### src/rtl/oc_pkg.sv
package oc_pkg;
  localparam int CFG_W    = 17;
  localparam int FAST_BIT = 2;
  localparam int PRE_BIT  = 3;
  localparam int MODE_LSB = 4;
  localparam int CLR_BIT  = 7;
  localparam int EXT_BIT  = 16;

  typedef enum logic [3:0] {
    MD_FROZEN = 4'd0,
    MD_SET    = 4'd1,
    MD_CLR    = 4'd2,
    MD_TOG    = 4'd3,
    MD_LOW    = 4'd4,
    MD_HIGH   = 4'd5,
    MD_PWM1   = 4'd6,
    MD_PWM2   = 4'd7,
    MD_OPM1   = 4'd8,
    MD_OPM2   = 4'd9,
    MD_RSV10  = 4'd10,
    MD_RSV11  = 4'd11,
    MD_CPWM1  = 4'd12,
    MD_CPWM2  = 4'd13,
    MD_APWM1  = 4'd14,
    MD_APWM2  = 4'd15
  } oc_mode_e;

  typedef struct packed {
    oc_mode_e mode;
    logic     fast;
    logic     preload;
    logic     clr_en;
  } oc_cfg_t;
endpackage

### src/rtl/oc_cmp_store.sv
module oc_cmp_store #(
  parameter int CNT_W = 16
) (
  input  logic             clk,
  input  logic             rst,
  input  logic             preload,
  input  logic             wr,
  input  logic [CNT_W-1:0] wdata,
  input  logic             upd,
  output logic [CNT_W-1:0] active
);
  logic [CNT_W-1:0] shadow_q;

  always_ff @(posedge clk) begin
    if (rst) begin
      shadow_q <= '0;
      active   <= '0;
    end else begin
      if (wr) shadow_q <= wdata;
      if (!preload) begin
        if (wr) active <= wdata;
      end else if (upd) begin
        active <= wr ? wdata : shadow_q;
      end
    end
  end


  preload_hold_chk: assert property (@(posedge clk) disable iff (rst)
    (preload && !upd) |=> $stable(active));


  direct_write_chk: assert property (@(posedge clk) disable iff (rst)
    (!preload && wr) |=> (active == $past(wdata)));
endmodule

### src/rtl/oc_chan_ref.sv
module oc_chan_ref
  import oc_pkg::*;
#(
  parameter int CNT_W = 16
) (
  input  logic             clk,
  input  logic             rst,
  input  oc_cfg_t          cfg,
  input  logic [CNT_W-1:0] cnt,
  input  logic             cnt_down,
  input  logic [CNT_W-1:0] cmp,
  input  logic             upd,
  input  logic             trig,
  input  logic             ext_clr,
  output logic             ref_nxt,
  output logic             ref_q
);
  logic match, pwm1, clr_hold_q, clr_force;
  logic armed_q, tripped_q, armed_n, tripped_n;

  assign match = (cnt == cmp);
  assign pwm1  = cnt_down ? !(cnt > cmp) : (cnt < cmp);

  // clear request latched until the next update event
  always_ff @(posedge clk) begin
    if (rst)                           clr_hold_q <= 1'b0;
    else if (cfg.clr_en && ext_clr)    clr_hold_q <= 1'b1;
    else if (upd)                      clr_hold_q <= 1'b0;
  end
  assign clr_force = cfg.clr_en && (ext_clr || clr_hold_q);

  // one-pulse sequencer: trigger arms, match (or fast trigger) trips
  always_comb begin
    if (upd) begin
      armed_n   = 1'b0;
      tripped_n = 1'b0;
    end else begin
      armed_n   = (armed_q && !match) || (trig && !cfg.fast);
      tripped_n = tripped_q || (trig && cfg.fast) || (armed_q && match);
    end
  end

  always_ff @(posedge clk) begin
    if (rst) begin
      armed_q   <= 1'b0;
      tripped_q <= 1'b0;
    end else begin
      armed_q   <= armed_n;
      tripped_q <= tripped_n;
    end
  end

  always_comb begin
    ref_nxt = ref_q;
    case (cfg.mode)
      MD_SET:  if (match) ref_nxt = 1'b1;
      MD_CLR:  if (match) ref_nxt = 1'b0;
      MD_TOG:  if (match) ref_nxt = !ref_q;
      MD_LOW:  ref_nxt = 1'b0;
      MD_HIGH: ref_nxt = 1'b1;
      MD_PWM1, MD_CPWM1, MD_APWM1: ref_nxt = pwm1;
      MD_PWM2, MD_CPWM2, MD_APWM2: ref_nxt = !pwm1;
      MD_OPM1: ref_nxt = !cnt_down && !tripped_n;
      MD_OPM2: ref_nxt = cnt_down || tripped_n;
      default: ref_nxt = ref_q;
    endcase
    if (clr_force) ref_nxt = 1'b0;
  end

  always_ff @(posedge clk) begin
    if (rst) ref_q <= 1'b0;
    else     ref_q <= ref_nxt;
  end


  force_low_chk: assert property (@(posedge clk) disable iff (rst)
    (cfg.mode == MD_LOW) |=> !ref_q);


  force_high_chk: assert property (@(posedge clk) disable iff (rst)
    (cfg.mode == MD_HIGH && !clr_force) |=> ref_q);


  frozen_hold_chk: assert property (@(posedge clk) disable iff (rst)
    ((cfg.mode == MD_FROZEN || cfg.mode == MD_RSV10 || cfg.mode == MD_RSV11)
      && !clr_force) |=> $stable(ref_q));


  ext_clear_chk: assert property (@(posedge clk) disable iff (rst)
    (cfg.clr_en && ext_clr) |=> !ref_q);


  opm_down_idle_chk: assert property (@(posedge clk) disable iff (rst)
    (cfg.mode == MD_OPM1 && cnt_down) |=> !ref_q);


  fast_trip_chk: assert property (@(posedge clk) disable iff (rst)
    (cfg.mode == MD_OPM1 && cfg.fast && trig && !upd && !cnt_down) |=> !ref_q);
endmodule

### src/rtl/oc_combine.sv
module oc_combine
  import oc_pkg::*;
(
  input  logic     clk,
  input  logic     rst,
  input  oc_mode_e mode_a,
  input  logic     cnt_down,
  input  logic     a_nxt,
  input  logic     b_nxt,
  input  logic     a_q,
  input  logic     b_q,
  output logic     comb_q
);
  logic comb_nxt;

  always_comb begin
    case (mode_a)
      MD_CPWM1:           comb_nxt = a_nxt | b_nxt;
      MD_CPWM2:           comb_nxt = a_nxt & b_nxt;
      MD_APWM1, MD_APWM2: comb_nxt = cnt_down ? b_nxt : a_nxt;
      default:            comb_nxt = a_nxt;
    endcase
  end

  always_ff @(posedge clk) begin
    if (rst) comb_q <= 1'b0;
    else     comb_q <= comb_nxt;
  end


  comb_or_chk: assert property (@(posedge clk) disable iff (rst)
    (mode_a == MD_CPWM1) |=> (comb_q == (a_q | b_q)));


  comb_and_chk: assert property (@(posedge clk) disable iff (rst)
    (mode_a == MD_CPWM2) |=> (comb_q == (a_q & b_q)));


  asym_sel_chk: assert property (@(posedge clk) disable iff (rst)
    ((mode_a == MD_APWM1 || mode_a == MD_APWM2) && cnt_down) |=> (comb_q == b_q));
endmodule

### src/rtl/oc_pair.sv
module oc_pair
  import oc_pkg::*;
#(
  parameter int CNT_W = 16
) (
  input  logic             clk,
  input  logic             rst,
  input  logic [CNT_W-1:0] cnt,
  input  logic             cnt_down,
  input  logic             upd_evt,
  input  logic             trig,
  input  logic             ext_clr,
  input  logic [CFG_W-1:0] cfg_a,
  input  logic [CFG_W-1:0] cfg_b,
  input  logic [1:0]       cmp_wr,
  input  logic [CNT_W-1:0] cmp_wdata,
  output logic             ref_a,
  output logic             ref_b,
  output logic             ref_comb
);
  localparam int NCH = 2;

  logic [CFG_W-1:0] cfg_w   [NCH];
  oc_cfg_t          cfg_d   [NCH];
  logic [CNT_W-1:0] act_cmp [NCH];
  logic             r_nxt   [NCH];
  logic             r_q     [NCH];
  logic             unused_cfg_bits;

  assign cfg_w[0] = cfg_a;
  assign cfg_w[1] = cfg_b;
  assign unused_cfg_bits = ^{cfg_a[1:0], cfg_a[15:8], cfg_b[1:0], cfg_b[15:8]};

  for (genvar i = 0; i < NCH; i++) begin : g_ch
    assign cfg_d[i].mode    = oc_mode_e'({cfg_w[i][EXT_BIT], cfg_w[i][MODE_LSB+2:MODE_LSB]});
    assign cfg_d[i].fast    = cfg_w[i][FAST_BIT];
    assign cfg_d[i].preload = cfg_w[i][PRE_BIT];
    assign cfg_d[i].clr_en  = cfg_w[i][CLR_BIT];

    oc_cmp_store #(.CNT_W(CNT_W)) u_cmp (
      .clk     (clk),
      .rst     (rst),
      .preload (cfg_d[i].preload),
      .wr      (cmp_wr[i]),
      .wdata   (cmp_wdata),
      .upd     (upd_evt),
      .active  (act_cmp[i])
    );

    oc_chan_ref #(.CNT_W(CNT_W)) u_ref (
      .clk      (clk),
      .rst      (rst),
      .cfg      (cfg_d[i]),
      .cnt      (cnt),
      .cnt_down (cnt_down),
      .cmp      (act_cmp[i]),
      .upd      (upd_evt),
      .trig     (trig),
      .ext_clr  (ext_clr),
      .ref_nxt  (r_nxt[i]),
      .ref_q    (r_q[i])
    );
  end

  oc_combine u_comb (
    .clk      (clk),
    .rst      (rst),
    .mode_a   (cfg_d[0].mode),
    .cnt_down (cnt_down),
    .a_nxt    (r_nxt[0]),
    .b_nxt    (r_nxt[1]),
    .a_q      (r_q[0]),
    .b_q      (r_q[1]),
    .comb_q   (ref_comb)
  );

  assign ref_a = r_q[0];
  assign ref_b = r_q[1];


  reset_low_chk: assert property (@(posedge clk)
    rst |=> (!ref_a && !ref_b && !ref_comb));
endmodule

### config.mk
export PLATFORM = sky130hd
export DESIGN_NAME = oc_pair
export DESIGN_NICKNAME = d
export VERILOG_FILES = /design/src/rtl/oc_pkg.sv /design/src/rtl/oc_cmp_store.sv /design/src/rtl/oc_chan_ref.sv /design/src/rtl/oc_combine.sv /design/src/rtl/oc_pair.sv
export SDC_FILE = /design/constraint.sdc
export NUM_CORES = 1
export LEC_CHECK = 0
export ABC_AREA = 1
export BUFFER_PORTS_ARGS = -buffer_cell sky130_fd_sc_hd__buf_2
export CAP_MARGIN = 20
export CORE_AREA = 8 8 109 91
export DETAILED_ROUTE_END_ITERATION = 10
export DIE_AREA = 0 0 117 99
export GPL_ROUTABILITY_DRIVEN = 0
export GPL_TIMING_DRIVEN = 0
export PLACE_DENSITY = 0.78
export SYNTH_ARGS = -nofsm -noshare
export SYNTH_HDL_FRONTEND = slang
export SYNTH_HIERARCHICAL = 1
export SYNTH_SLANG_ARGS = --single-unit
### constraint.sdc
create_clock -name clk -period 3.1 [get_ports clk]
set_input_delay 0.31 -clock clk [delete_from_list [all_inputs] [get_ports clk]]
set_output_delay 0.31 -clock clk [all_outputs]
set_load 0.02 [all_outputs]
Word level (Yosys, flattened, before mapping):

Cells that the tools add are included.

* add/sub/neg operators: 0
* multiply operators: 0
* divide/modulo/power cells: 0
* $lt $le $gt $ge: 4
* eq/ne operators: 30
* shift operators: 0
* muxes and demuxes: 27
* bitwise logic cells: 2
* reductions and logical operators: 49

Operator list (number)
* $mux W16: 8
* $eq A4 B4 Y1 const B: 12
* $eq A16 B16 Y1: 2
* $eq A4 B3 Y1 const B: 8
* $gt A16 B16 Y1: 2
* $lt A16 B16 Y1: 2
* $pmux W1 S9: 2
* $eq A4 B2 Y1 const B: 4
* $mux W1: 16
* $logic_and A1 B1 Y1: 14
* $logic_not A1 Y1: 13
* $reduce_or A3 Y1: 4
* $logic_or A1 B1 Y1: 10
* $eq A4 B1 Y1 const B: 2
* $reduce_bool A2 Y1: 4
* $ne A2 B2 Y1 const B: 2
* $reduce_and A2 Y1: 2
* $reduce_or A2 Y1: 2
* $pmux W1 S3: 1
* $and A1 B1 Y1: 1
* $or A1 B1 Y1: 1

* register bits after elaboration: 73
* latch bits: 0
* memory bits (writable): 0
* ROM bits: 0
* input port bits: 74
* output and inout port bits: 3
* memories kept: 0

Longest topological paths before layout:

Gate-level depths: netlist of run 1.

* word-level depth: 10
* mapped depth: 20

By module:

Netlist of run 1, hierarchy kept.

Modules (own cells, without submodules)
* oc_cmp_store: times used 2, cells an instance 197, area an instance 1435.1 um2, sequential area each 640.6 um2
* oc_chan_ref at g_ch[1].u_ref: times used 1, cells an instance 130, area an instance 799.5 um2, sequential area each 80.1 um2
* oc_chan_ref at g_ch[0].u_ref: times used 1, cells an instance 130, area an instance 797.0 um2, sequential area each 80.1 um2
* oc_combine: times used 1, cells an instance 14, area an instance 80.1 um2, sequential area each 20.0 um2

Worst setup path before layout of run 1:

Ideal clock, no wire load.

* path type: register to register
* start point: register g_ch[0].u_cmp.active[7]
* end point: register u_comb.comb_q
* library setup time: 0.115 ns
* data arrival time: 2.133 ns
* data required time: 2.985 ns
* slack: 0.853 ns
* cell stages (with the launch flop): 19
* buffers on the path: 0
* period minus slack after synthesis: 2.247 ns
* cells stage by stage: dfxtp_1 -> inv_1 -> ha_1 -> nand2_2 -> nor2_4 -> nand2_2 -> nor2_4 -> inv_2 -> ha_1 -> nor2_1 -> o32ai_1 -> a21oi_1 -> nand3_1 -> o21bai_2 -> inv_1 -> nor2_1 -> nor2_1 -> nand3_1 -> a21oi_2

RTL lines
* start: declaration: line oc_cmp_store.sv:10 `output logic [CNT_W-1:0] active`
* start signal: assignment: line oc_cmp_store.sv:21 `if (wr) active <= wdata;`
* start signal: assignment: line oc_cmp_store.sv:23 `active <= wr ? wdata : shadow_q;`
* end signal: assignment: line oc_combine.sv:27 `else comb_q <= comb_nxt;`
* end: declaration: line oc_combine.sv:12 `output logic comb_q`

==> flow_summary.json, run 1 <==
{
  "status": "complete, no violations",
  "num_rows": 30,
  "numClockSinks": 73,
  "drc_errors": 0,
  "vias_per_cell": 4.98,
  "grt_pass1_wl_um": 17500,
  "r2r_end": "u_comb/comb_q$_SDFF_PP0_",
  "syn_area_mm2": 0.00455,
  "synth_seq_cells": 73,
  "synthTopCellsByCount": "nand2_1, nand3_1, dfxtp_1",
  "clockBufferDepth": 2,
  "drt_first_pass_iters": 5,
  "rrSetupSlack_ns": 0.53,
  "max_cap_violations": 0,
  "p_leak_nw": 2.57,
  "drt_iter0_drc": 279,
  "synth_most_common_cell": "nand2_1",
  "cts_buffers": 9,
  "min_from": "cfg_a[7]",
  "async_reset_ff_share_pct": 0,
  "setup_viol": 0,
  "track_usage_pct": 18.6,
  "clock_latency_ns": 0.34,
  "area_growth_pct": 13.4,
  "port_buffers": 54,
  "fin_crit_sh_pct": 82.8,
  "die_w_um": 117,
  "drt-wirelength-per-cell_um": 12.4,
  "path_clk_slew_ns": 0.07,
  "hold-path-cell-count": 3,
  "syn_area_per_cell_um2": 6.81,
  "dp_hpwl_um": 8640,
  "core_area_mm2": 0.00818,
  "ioPinCount": 77,
  "start_util_pct": 55.6,
  "cp_max_fo": 3,
  "tritoncts": "built",
  "drive_gt1_share_pct": 21.8,
  "cts_resized": 0,
  "setup.worst_path.end_class": "flip-flop",
  "yosysWarnings": 6,
  "slew_viol_final": 0,
  "hold_viol": 0,
  "ys_seq_area_share_pct": 32.1,
  "nNetsFinal": 843,
  "ctsHoldBuffers": 0,
  "clock_skew_ns": 0.00767,
  "gr-max-usage-layer": "met2",
  "grt_max_degree": 13,
  "post_cts_buffers": 0,
  "fillCellCount": 768,
  "use_met1_pct": 23.5,
  "hold_class": "input port to flip-flop",
  "critical_path_class": "flip-flop to flip-flop",
  "wl_um": 10600,
  "hold_path_end": "g_ch[0].u_ref/clr_hold_q$_SDFFE_PP0P_",
  "yosysTopAreaCell": "dfxtp_1",
  "dieHeight_um": 99,
  "startpoint_type": "flip-flop",
  "diodes": 0,
  "ys.flop_type": "dfxtp_1",
  "synth-edff-count": 0,
  "power.density_mw_per_mm2": 431,
  "fmax_ghz": 0.389,
  "tns_ns": 0,
  "root_buffer": "clkbuf_8",
  "cp.arrival_ns": 2.80,
  "synth.area.top_cells": "dfxtp_1, nand2_1, ha_1, nand3_1, a21oi_2",
  "slew_headroom_pct": 80.9,
  "syn-num-nets": 778,
  "h-tree-depth": 3,
  "antenna_found_initial": 0,
  "ys_types": 27,
  "grt_overflow": 0,
  "worst_r2r_startpoint": "g_ch[1].u_cmp/active[11]$_SDFFE_PP0P_",
  "synth_top_area_share_pct": 32.1,
  "min_period_ns": 2.57,
  "dieArea_mm2": 0.0116,
  "power_w": 0.00222,
  "num_vias": 4237,
  "tightest_slew_ns": 0.287,
  "met2_usage_pct": 30.0,
  "antenna_left": 0,
  "grt_use_met3_pct": 4.34,
  "peakVddDrop_mv": 0.304,
  "rr_worst_depth": 18,
  "crit_required_ns": 3.33,
  "grt_setup_unrepaired": "false",
  "synthCells": 668,
  "grt_pass1_vias": 3928
}
## cell usage in the layout, fill, tap and decap left out, drive strengths merged
| cell | netlist | layout |
|---|---|---|
| a21o | 2 | 2 |
| a21oi | 49 | 49 |
| a22oi | 2 | 2 |
| buf | 24 | 78 |
| bufinv | 0 | 1 |
| clkbuf | 0 | 12 |
| clkinv | 3 | 6 |
| dfxtp | 73 | 73 |
| ha | 36 | 36 |
| inv | 73 | 73 |
| nand2 | 271 | 271 |
| nand3 | 75 | 75 |
| nor2 | 36 | 36 |
| nor3 | 8 | 8 |
| o21ai | 10 | 10 |
| o21bai | 2 | 2 |
| o32ai | 2 | 2 |
| or2 | 2 | 2 |
## sequential cells by signal, summed over array words and instances (netlist names)
register / flops
g_ch.u_cmp/active: 32
g_ch.u_cmp/shadow_q: 32
g_ch.u_ref/armed_q: 2
g_ch.u_ref/clr_hold_q: 2
g_ch.u_ref/ref_q: 2
g_ch.u_ref/tripped_q: 2
u_comb/comb_q: 1
## through the flow
step                instance area (um2)  hold slack, ns  util [%]  worst slack (ns)  instances
floorplan                          4550           0.372         -             0.853        668
global placement                   4960           0.445      60.6             0.526        834
detailed placement                 4960           0.450      60.6             0.474        834
CTS                                5150           0.211      63.0             0.538        850
global route                       5150           0.234      63.0             0.346        850
finish                             5150           0.224      63.0             0.532        850
## cell families (layout without fill, tap and decap cells)
group           Yosys count  in the layout  share of synthesized area, %
fa+ha+maj                36             36                          9.91
simple gates            392            392                          36.7
compound gates           67             67                          10.8
buf+inv                 100            170                          10.5
flops                    73             73                          32.1
## power by group
part           switching (W)  total, W  internal (W)
registers          0.0000275   0.00102      0.000995
logic               0.000284  0.000463      0.000179
clock network       0.000341  0.000737      0.000396
total               0.000653   0.00222       0.00157
## worst max path at each step
stage | slack (ns) | end | cells past startpoint | from
after floorplan | 0.85 | u_comb/comb_q$_SDFF_PP0_ | 18 | g_ch[0].u_cmp/active[7]$_SDFFE_PP0P_
after global placement | 0.53 | u_comb/comb_q$_SDFF_PP0_ | 18 | cnt[11]
after detailed placement | 0.47 | u_comb/comb_q$_SDFF_PP0_ | 18 | cnt[11]
after CTS | 0.54 | u_comb/comb_q$_SDFF_PP0_ | 18 | g_ch[1].u_cmp/active[11]$_SDFFE_PP0P_
after global routing | 0.35 | u_comb/comb_q$_SDFF_PP0_ | 18 | g_ch[0].u_cmp/active[11]$_SDFFE_PP0P_
final | 0.53 | u_comb/comb_q$_SDFF_PP0_ | 18 | g_ch[1].u_cmp/active[11]$_SDFFE_PP0P_
## per-layer routing
metal | vias to the layer above | routed length [um]
met5 | - | 0
met4 | 0 | 133
met3 | 15 | 685
met2 | 132 | 4780
met1 | 1835 | 4980
li1 | 2255 | -
## layout make-up
class	count	area, um2	share of cell area (%)
multi-input combinational	495	2610	50.6
buffer	24	180	3.50
tap	112	140	2.72
inverter	76	295	5.73
timing repair buffer	54	270	5.24
sequential	73	1460	28.3
clock inverter	4	52.6	1.02
clock buffer	12	145	2.82
## critical path: stages, from the launching register on
cell and delay, ns:
dfxtp_1 0.33, inv_1 0.04, ha_1 0.31, nand2_1 0.07, nor2_1 0.19, nand2_2 0.11
nor2_4 0.12, inv_2 0.06, ha_1 0.27, nor2_1 0.10, o32ai_1 0.09, a21oi_1 0.14
nand3_1 0.10, o21bai_2 0.14, inv_1 0.09, nand2_1 0.07, nand3_1 0.06, nand3_1 0.11
a21oi_2 0.05
Note: power is estimated with default switching activity, not from simulation.
==> run 2: changes to the inputs <==
==> constraint.sdc (replaced) <==
create_clock -name clk -period 2.4 [get_ports clk]
set_input_delay 0.24 -clock clk [delete_from_list [all_inputs] [get_ports clk]]
set_output_delay 0.24 -clock clk [all_outputs]
set_load 0.02 [all_outputs]
==> run 2 against run 1 <==
  * The run now ends with setup timing left
  * Clock-buffer cell count unchanged
  * Final cell count up 3.1%
  * Routed wire length up 18%
==> flow_summary.json, run 2 (same netlist as run 1, synthesis figures left out) <==
{
  "status": "finished, violations left",
  "violations": "setup timing",
  "die_w_um": 117,
  "switchingPower_w": 0.000952,
  "drive_gt1_share_pct": 38.5,
  "grt_pass1_vias": 4107,
  "ctsHoldBuffers": 0,
  "setup_viol": 1,
  "root_buffer": "clkbuf_8",
  "port_buffers": 54,
  "area_growth_pct": 28.5,
  "dieHeight_um": 99,
  "grt_max_degree": 13,
  "slew_headroom_pct": 80.7,
  "min_period_ns": 2.41,
  "diodes": 0,
  "clock_latency_ns": 0.36,
  "p_sw_share_pct": 30.8,
  "drt_iter0_drc": 338,
  "startpoint_type": "flip-flop",
  "wl_um": 12500,
  "reg_top3": "g_ch.u_cmp/active x32, g_ch.u_cmp/shadow_q x32",
  "fin_util_pct": 71.4,
  "setup_slack_ns": -0.00977,
  "final_cell_mix": "nand2_1, nand3_1, buf_2",
  "num_vias": 4486,
  "cts_buffers": 9,
  "fillCellCount": 630,
  "hold_class": "input port to flip-flop",
  "slowest_stage": "dfxtp_2",
  "num_rows": 30,
  "track_usage_pct": 19.6,
  "fmax_ghz": 0.415,
  "final_common_cell": "nand2_1",
  "vias_per_cell": 5.12,
  "grt_overflow": 0,
  "antenna_left": 0,
  "grt_pass1_wl_um": 18400,
  "worst_r2r_startpoint": "g_ch[1].u_cmp/active[9]$_SDFFE_PP0P_",
  "p_leak_nw": 2.76,
  "clock_skew_ns": 0.00875,
  "critPathBufInv": 3,
  "ioPinCount": 77,
  "h-tree-depth": 3,
  "start_util_pct": 55.6,
  "place_area_mm2": 0.00496,
  "drt_first_pass_iters": 5,
  "numClockSinks": 73,
  "drt-wirelength-per-cell_um": 14.2,
  "antenna_found_initial": 0,
  "core_area_mm2": 0.00818,
  "p_seq_share_pct": 43.2,
  "cp.arrival_ns": 2.66,
  "critical_path_class": "flip-flop to flip-flop",
  "power.density_mw_per_mm2": 528,
  "crit_chain": "inv_2 > ha_4 > nand2_1 > nor2_4 > nand2_2 > nor2_4 > inv_4 > ha_4 > o21ai_2 > o32ai_2 > a21oi_1 > nand3_1 > o21bai_2 > inv_2 > nand2_2 > nand3_2 > nand3_2 > a21oi_2",
  "tritoncts": "built",
  "max_cap_violations": 0,
  "p_comb_share_pct": 25.5,
  "drc_errors": 0,
  "dp_hpwl_um": 8640,
  "dp_slack_ns": -0.156,
  "cp_max_fo": 3,
  "tightest_slew_ns": 0.286,
  "min_from": "cfg_a[7]",
  "hold_viol": 0,
  "setup.worst_path.end_class": "flip-flop",
  "finalHoldWorstSlack_ns": 0.139,
  "dieArea_mm2": 0.0116,
  "nNetsFinal": 869,
  "power.internal_w": 0.00214,
  "cp_slowest_stage_delay_ns": 0.34,
  "cp-startpoint": "g_ch[1].u_cmp/active[9]$_SDFFE_PP0P_",
  "slew_viol_final": 0,
  "peakVddDrop_mv": 0.386,
  "p_clk_share_pct": 31.4,
  "clockBufferDepth": 2,
  "crit_required_ns": 2.65,
  "path_clk_slew_ns": 0.07,
  "grt_setup_unrepaired": "true",
  "fin_area_mm2": 0.00584,
  "critPathTopFamily": "simple AND/OR/NAND/NOR gates",
  "fin_crit_sh_pct": 100
}
-- run 2: cell types whose count changed in the layout (fill, tap and decap cells not counted), moves of 25 or more --
cell / delta
inv_1: -25
ha_1: -28
ha_4: +28
dfxtp_1: -30
buf_4: +26
dfxtp_2: +30
-- run 2: cell type report --
class | instances | area, um2 | area share (%)
multi-input cells | 495 | 3060 | 52.4
well taps | 112 | 140 | 2.40
clock inverters | 4 | 52.6 | 0.899
flip-flops and latches | 73 | 1500 | 25.6
clock buffers | 12 | 145 | 2.48
inverters | 76 | 298 | 5.10
repair buffers | 80 | 465 | 7.96
plain buffers | 24 | 180 | 3.08
-- run 2: worst min-delay path: stages --
cell	delay, ns
buf_2	0.10
nand2_1	0.06
a21oi_1	0.05
-- run 2: stage by stage --
stage	cells	setup TNS, ns	total power [W]
floorplan	668	0	0.00176
global placement	834	-0.104	0.00191
detailed placement	834	-0.156	0.00194
CTS	864	0	0.00294
global route	876	-0.144	0.00326
finish	876	-0.00977	0.00309
-- run 2: path summary, 6_finish.rpt --
kind | endpoint | slack (ns) | depth (start not counted)
setup reg to reg | u_comb/comb_q$_SDFF_PP0_ | -0.01 | 18
setup / recovery | u_comb/comb_q$_SDFF_PP0_ | -0.01 | 18
hold reg to reg | g_ch[1].u_ref/clr_hold_q$_SDFFE_PP0P_ | 0.46 | 2
hold / removal | g_ch[0].u_ref/clr_hold_q$_SDFFE_PP0P_ | 0.14 | 3
-- run 2: layer usage --
metal,GRT usage (%),part of all wire (%),vias up
met1,24.2,45,2001
met4,7.76,1.7,0
li1,-,-,2306
met3,4.52,6.0,22
met5,0,0,-
met2,32.1,48,157
-- run 2: power groups by stage --
stage / combinational (W) / clock, W / sequential, W
finish: 0.000787 / 0.000968 / 0.00133
global placement: 0.000567 / 0 / 0.00135
detailed placement: 0.000592 / 0 / 0.00135
CTS: 0.000638 / 0.000977 / 0.00133
global route: 0.000865 / 0.00105 / 0.00134
floorplan: 0.000416 / 0 / 0.00134
-- run 2: what timing repair did --
item	CTS	global route
cloned	0	0
setup endpoints to repair	1	1
buffers inserted	14	12
resized for setup	44	73
pin swaps	24	36
